===== config.mk =====
export PLATFORM = sky130hd
export DESIGN_NAME = bprf_top
export DESIGN_NICKNAME = d
export VERILOG_FILES = /design/src/rtl/bprf_pkg.sv /design/src/rtl/bprf_storage.sv /design/src/rtl/bprf_rd_port.sv /design/src/rtl/bprf_top.sv
export SDC_FILE = /design/constraint.sdc
export NUM_CORES = 2
export LEC_CHECK = 0
export BUFFER_PORTS_ARGS = -buffer_cell sky130_fd_sc_hd__buf_2
export CAP_MARGIN = 20
export CELL_PAD_IN_SITES_DETAIL_PLACEMENT = 0
export CELL_PAD_IN_SITES_GLOBAL_PLACEMENT = 1
export CORE_MARGIN = 2
export CORE_UTILIZATION = 56
export DETAILED_ROUTE_END_ITERATION = 10
export PLACE_DENSITY_LB_ADDON = 0.1
export SYNTH_ARGS = -nofsm -noshare
export SYNTH_HDL_FRONTEND = slang
export SYNTH_HIERARCHICAL = 1
export SYNTH_SLANG_ARGS = --single-unit

===== constraint.sdc =====
create_clock -name clk -period 3.2 [get_ports clk]
set_input_delay 0.32 -clock clk [delete_from_list [all_inputs] [get_ports clk]]
set_output_delay 0.32 -clock clk [all_outputs]
set_load 0.05 [all_outputs]

===== src/rtl/bprf_pkg.sv =====
package bprf_pkg;

  // Read ordering relative to a same-cycle write
  typedef enum logic {
    RD_PLAIN   = 1'b0,
    RD_FORWARD = 1'b1
  } rd_order_e;

  // True when a live write targets the non-zero register being read
  function automatic logic live_hit(input logic en, input int unsigned widx,
                                    input int unsigned ridx);
    return en && (widx == ridx) && (ridx != 0);
  endfunction

endpackage


===== src/rtl/bprf_storage.sv =====
module bprf_storage #(
  parameter int DATA_W   = 32,
  parameter int NUM_REGS = 32,
  parameter int IDX_W    = $clog2(NUM_REGS)
) (
  input  logic                             clk,
  input  logic                             rst_n,
  input  logic                             wr_en,
  input  logic [IDX_W-1:0]                 wr_idx,
  input  logic [DATA_W-1:0]                wr_data,
  output logic [NUM_REGS-1:0][DATA_W-1:0]  regs_q
);

  logic [NUM_REGS-1:0] ent_we;

  // next-state: per-entry write enables
  always_comb begin
    for (int i = 0; i < NUM_REGS; i++) begin
      ent_we[i] = wr_en && (wr_idx == IDX_W'(i)) && (i != 0);
    end
  end

  generate
    for (genvar g = 0; g < NUM_REGS; g++) begin : g_ent
      if (g == 0) begin : g_zero
        assign regs_q[g] = '0;
      end else begin : g_reg
        logic [DATA_W-1:0] q;
        always_ff @(posedge clk or negedge rst_n) begin
          if (!rst_n) begin
            q <= '0;
          end else if (ent_we[g]) begin
            q <= wr_data;
          end
        end
        assign regs_q[g] = q;
      end
    end
  endgenerate


  commit_chk: assert property (@(posedge clk) disable iff (!rst_n)
    (wr_en && wr_idx != '0) |=> regs_q[$past(wr_idx)] == $past(wr_data));


  hold_chk: assert property (@(posedge clk) disable iff (!rst_n)
    (!wr_en) |=> $stable(regs_q));

endmodule


===== src/rtl/bprf_rd_port.sv =====
module bprf_rd_port
  import bprf_pkg::*;
#(
  parameter int        DATA_W   = 32,
  parameter int        NUM_REGS = 32,
  parameter int        IDX_W    = $clog2(NUM_REGS),
  parameter rd_order_e ORDER    = RD_FORWARD
) (
  input  logic                             clk,
  input  logic                             rst_n,
  input  logic [NUM_REGS-1:0][DATA_W-1:0]  regs_q,
  input  logic                             wr_en,
  input  logic [IDX_W-1:0]                 wr_idx,
  input  logic [DATA_W-1:0]                wr_data,
  input  logic [IDX_W-1:0]                 rd_idx,
  output logic [DATA_W-1:0]                rd_data
);

  logic              fwd_hit;
  logic [DATA_W-1:0] arr_val;

  always_comb begin
    arr_val = regs_q[rd_idx];
    fwd_hit = (ORDER == RD_FORWARD) &&
              live_hit(wr_en, int'(unsigned'(wr_idx)), int'(unsigned'(rd_idx)));
    if (rd_idx == '0) begin
      rd_data = '0;
    end else if (fwd_hit) begin
      rd_data = wr_data;
    end else begin
      rd_data = arr_val;
    end
  end


  zero_read_chk: assert property (@(posedge clk) disable iff (!rst_n)
    (rd_idx == '0) |-> (rd_data == '0));


  fwd_match_chk: assert property (@(posedge clk) disable iff (!rst_n)
    (ORDER == RD_FORWARD && wr_en && wr_idx == rd_idx && rd_idx != '0)
      |-> (rd_data == wr_data));


  miss_chk: assert property (@(posedge clk) disable iff (!rst_n)
    (rd_idx != '0 && !(wr_en && wr_idx == rd_idx)) |-> (rd_data == regs_q[rd_idx]));

endmodule


===== src/rtl/bprf_top.sv =====
module bprf_top
  import bprf_pkg::*;
#(
  parameter int DATA_W   = 32,
  parameter int NUM_REGS = 32,
  parameter int IDX_W    = $clog2(NUM_REGS),
  parameter bit BYPASS   = 1'b1
) (
  input  logic              clk,
  input  logic              rst_n,
  input  logic              wr_en,
  input  logic [IDX_W-1:0]  wr_idx,
  input  logic [DATA_W-1:0] wr_data,
  input  logic [IDX_W-1:0]  rd_idx_a,
  output logic [DATA_W-1:0] rd_data_a,
  input  logic [IDX_W-1:0]  rd_idx_b,
  output logic [DATA_W-1:0] rd_data_b
);

  localparam int        NUM_RD = 2;
  localparam rd_order_e ORDER  = BYPASS ? RD_FORWARD : RD_PLAIN;

  logic [NUM_REGS-1:0][DATA_W-1:0] regs_q;
  logic [NUM_RD-1:0][IDX_W-1:0]    rd_idx;
  logic [NUM_RD-1:0][DATA_W-1:0]   rd_data;

  assign rd_idx[0] = rd_idx_a;
  assign rd_idx[1] = rd_idx_b;
  assign rd_data_a = rd_data[0];
  assign rd_data_b = rd_data[1];

  bprf_storage #(
    .DATA_W   (DATA_W),
    .NUM_REGS (NUM_REGS),
    .IDX_W    (IDX_W)
  ) u_store (
    .clk     (clk),
    .rst_n   (rst_n),
    .wr_en   (wr_en),
    .wr_idx  (wr_idx),
    .wr_data (wr_data),
    .regs_q  (regs_q)
  );

  generate
    for (genvar p = 0; p < NUM_RD; p++) begin : g_port
      bprf_rd_port #(
        .DATA_W   (DATA_W),
        .NUM_REGS (NUM_REGS),
        .IDX_W    (IDX_W),
        .ORDER    (ORDER)
      ) u_port (
        .clk     (clk),
        .rst_n   (rst_n),
        .regs_q  (regs_q),
        .wr_en   (wr_en),
        .wr_idx  (wr_idx),
        .wr_data (wr_data),
        .rd_idx  (rd_idx[p]),
        .rd_data (rd_data[p])
      );
    end
  endgenerate


  port_b_fwd_chk: assert property (@(posedge clk) disable iff (!rst_n)
    (BYPASS && wr_en && wr_idx == rd_idx_b && rd_idx_b != '0) |-> (rd_data_b == wr_data));


  plain_old_chk: assert property (@(posedge clk) disable iff (!rst_n)
    (!BYPASS && wr_en && wr_idx == rd_idx_a && rd_idx_a != '0) |=>
      (rd_idx_a != $past(rd_idx_a) || wr_en || rd_data_a == $past(wr_data)));

endmodule


==> impl_metrics.csv <==
group,metric,value,unit
outcome,status,"finished clean",
clock_tree,h-tree-depth,3,
finish,area_growth,11.26,%
die,fp.dieArea,101900,µm²
pwr,power.total,38.35,mW
global_routing,grt_pass1_vias,40000,
route,vias_per_cell,7.030,
die,coreArea,98420,µm²
worst_hold_path,worst_hold_path_type,"in -> reg",
logic_synthesis,synthFlopType,"dfrtp_1",
logic_synthesis,syn-cell-area,55630,µm²
logic_synthesis,synth.avg_cell_area,13.91,µm²
clock_tree,cts.path.max_buffers,3,
setup_path,reg2reg_from,"u_store/g_ent[20].g_reg.q[18]$_DFFE_PN0P_",
logic_synthesis,netlist_instances,4000,
clock_tree,postCtsSetupBuffers,0,
placed_design,placed_area,58160,µm²
clock_tree,cts_tree,"yes",
finish,largest_register,"u_store/g_ent.g_reg.q",
setup_path,reg2regPathDepth,1,
sta,setup_tns,0,ps
worst_hold_path,min_from,"wr_data[23]",
die,initial_utilization,56.53,%
logic_synthesis,synth-edff-count,0,
pwr,vdd_drop_max,0.0005106,V
sta,fin_skew,0,ps
logic_synthesis,synth_seq_cells,992,
route,wl_met2,83920,µm
sta,hold_viol,0,
sta,finalMaxSlewViolations,0,
logic_synthesis,synth-seq-area-share,44.62,%
route,dr.pass1.iters,6,
pwr,power_density,619.5,nW/µm²
setup_path,r2r_end,"u_store/g_ent[20].g_reg.q[18]$_DFFE_PN0P_",
setup_path,crit_start,"rd_idx_a[0]",
setup_path,path_cells,"buf_8, buf_16, buf_4, mux4_1, mux2_2, o221ai_1, a21oi_1, buf_12",
setup_path,required,2880,ps
route,routed_wl,178700,µm
placed_design,dpl.hpwl,109300,µm
logic_synthesis,synth-async-reset-ratio,100.0,%
route,highest_layer,"met5",
worst_hold_path,whs_path_depth,2,
route,route.detailed.drc,0,
setup_path,r2r_slack,2370,ps
clock_tree,cts.sinks,992,
sta,fmax,0.3188,GHz
route,postRouteAntennaNets,0,
placed_design,place_congestion,0.8581,
finish,fill_cells,7447,
finish,largestRegisters,"u_store/g_ent.g_reg.q: 992 flops",
setup_path,criticalPathCategory,"in -> out",
global_routing,grt_start_max_net_pins,91,
logic_synthesis,synth.distinct_cells,47,
die,row_count,115,
worst_hold_path,hold_end,"u_store/g_ent[7].g_reg.q[23]$_DFFE_PN0P_",
pwr,p_leak,27.57,nW
route,met3_length,13530,µm
finish,fin_area,61900,µm²
logic_synthesis,yosysWarnings,6,
clock_tree,clk_latency,690,ps
placed_design,portBuffers,113,
setup_path,max_stage_delay,580,ps
sta,rsz0062_at_grt,"false",
route,initialDrtViolationCount,3296,
setup_path,crit_path_end_kind,"output port",
route,wire_per_inst,33.30,µm
die,fp.dieH,319.2,µm
global_routing,grt_use_total,34.99,%
finish,final_nets,4040,
die,io_pins,114,
route,num_vias,37740,
sta,slew_headroom,26.88,%
sta,worst_pin_slew,1095,ps
sta,setup_viol,0,
route,wl_met1,72490,µm
setup_path,cp-start-kind,"primary input",
setup_path,crit_path_max_fanout,45,
clock_tree,clock-root-buffer,"clkbuf_16",
sta,holdWs,258.4,ps
clock_tree,clk_pin_slew,60,ps
sta,finalCritPeriodShare,98.02,%
sta,fin_crit,3137,ps
finish,largest_reg_flops,992,
global_routing,grt_overflow_total,0,
global_routing,grt_pass1_wl,264500,µm
die,die_w,319.2,µm
setup_path,cp.arrival,2820,ps
global_routing,antenna_found_initial,11,
job,cap_violations,0,
setup_path,worst_path_max_delay_cell,"mux4_1",
finish,drive_above_1_share,44.36,%
clock_tree,cts_made_buffers,108,
==> cell type report <==
class / instances / area, µm² / area share, %
Multi-Input combinational cell: 2573 / 28270 / 45.67
Tap cell: 1287 / 1610 / 2.602
Antenna cell: 5 / 12.51 / 0.02021
Sequential cell: 992 / 24820 / 40.10
Timing Repair Buffer: 315 / 3468 / 5.603
Clock buffer: 163 / 3212 / 5.189
Clock inverter: 33 / 500.5 / 0.8086
==> critical path: cells and delay by family <==
| family | cells | cell delay, ps |
|---|---|---|
| AOI/OAI and AO/OA | 2 | 440 |
| muxes | 2 | 860 |
| buffers and inverters | 4 | 1070 |
==> synthesized netlist by cell type (5+ instances only) <==
library cell | n | area [µm²]
o221ai_1 | 62 | 543.0
mux2i_1 | 504 | 5045
nor2_1 | 15 | 56.30
o211ai_1 | 62 | 465.5
buf_12 | 16 | 320.3
nand2_1 | 18 | 67.56
mux2_1 | 7 | 78.83
a22oi_1 | 186 | 1396
xor2_1 | 8 | 70.07
buf_1 | 14 | 52.55
nand4b_1 | 5 | 43.79
nor2b_1 | 6 | 37.54
clkbuf_1 | 145 | 544.3
a221oi_1 | 62 | 543.0
a21oi_1 | 124 | 620.6
nor3_1 | 7 | 35.03
dfrtp_1 | 992 | 24820
mux4_1 | 36 | 945.9
buf_2 | 167 | 835.8
nand2b_1 | 5 | 31.28
buf_6 | 40 | 450.4
dlygate4sd1_1 | 28 | 245.2
mux2_2 | 1047 | 11790
o21ai_0 | 64 | 320.3
o21a_1 | 62 | 465.5
mux4_2 | 224 | 5045
buf_4 | 48 | 360.4
==> worst max path at each step <==
stage / to / slack, ps
floorplan: rd_data_a[10] / 620
CTS: rd_data_a[13] / 80
global route: rd_data_a[13] / 2
finish: rd_data_a[13] / 60
global placement: rd_data_a[13] / 70
detailed placement: rd_data_a[13] / 80
==> cell families after synthesis <==
kind of cell	share of synthesized area (%)
multiplexers	41.17
flip-flops	44.62
AO/OA/AOI/OAI	7.975
buffers and inverters	5.220
AND/OR/NAND/NOR	0.8523
XOR/XNOR	0.1574
other	0.006740
==> power breakdown <==
group          internal [mW]  total (mW)  leakage [nW]  switching [mW]
combinational           4.59        8.36          13.1            3.77
sequential              15.0        16.9          12.7            1.85
clock                   7.85        13.1          1.82            5.27
total                   27.5        38.3          27.6            10.9
==> repair_timing <==
item | CTS | global route
gates resized for setup | 0 | 1
endpoints found under the setup margin | 0 | 1
endpoints found under the hold margin | 43 | 0
hold buffers | 1 | 0
==> metrics by stage <==
stage / util [%] / std cells / setup WS, ps
6_report: 62.89 / 5368 / 63.37
5_1_grt: 62.88 / 5363 / 2.490
4_1_cts: 62.87 / 5363 / 77.14
3_5_place_dp: 59.09 / 5166 / 79.26
3_3_place_gp: 59.09 / 5166 / 65.94
2_1_floorplan: - / 4031 / 617.8
==> cell usage in the layout, fill, tap and decap left out, types with 5 or more instances in the layout <==
| cell type | count |
|---|---|
| mux4_2 | 224 |
| mux2i_1 | 504 |
| clkbuf_1 | 27 |
| bufinv_16 | 12 |
| nor3_1 | 6 |
| a221oi_1 | 62 |
| o21ai_0 | 64 |
| buf_2 | 58 |
| nor2_4 | 14 |
| mux4_1 | 36 |
| a21oi_1 | 124 |
| clkbuf_8 | 26 |
| nand2_2 | 13 |
| o21a_1 | 62 |
| conb_1 | 32 |
| dfrtp_1 | 992 |
| clkbuf_16 | 110 |
| buf_4 | 155 |
| o211ai_1 | 62 |
| a22oi_1 | 186 |
| mux2_2 | 1047 |
| clkinv_2 | 13 |
| nand4b_1 | 5 |
| o221ai_1 | 62 |
| mux2_1 | 7 |
| xor2_1 | 8 |
| buf_8 | 5 |
| diode_2 | 5 |
| buf_12 | 95 |
==> layer usage <==
layer | track usage (%) | vias up
met5 | 0 | -
met4 | 16.02 | 12
met3 | 6.846 | 463
met2 | 55.14 | 1664
met1 | 47.08 | 20230
li1 | - | 15360
Note: power is estimated with default switching activity, not from simulation.
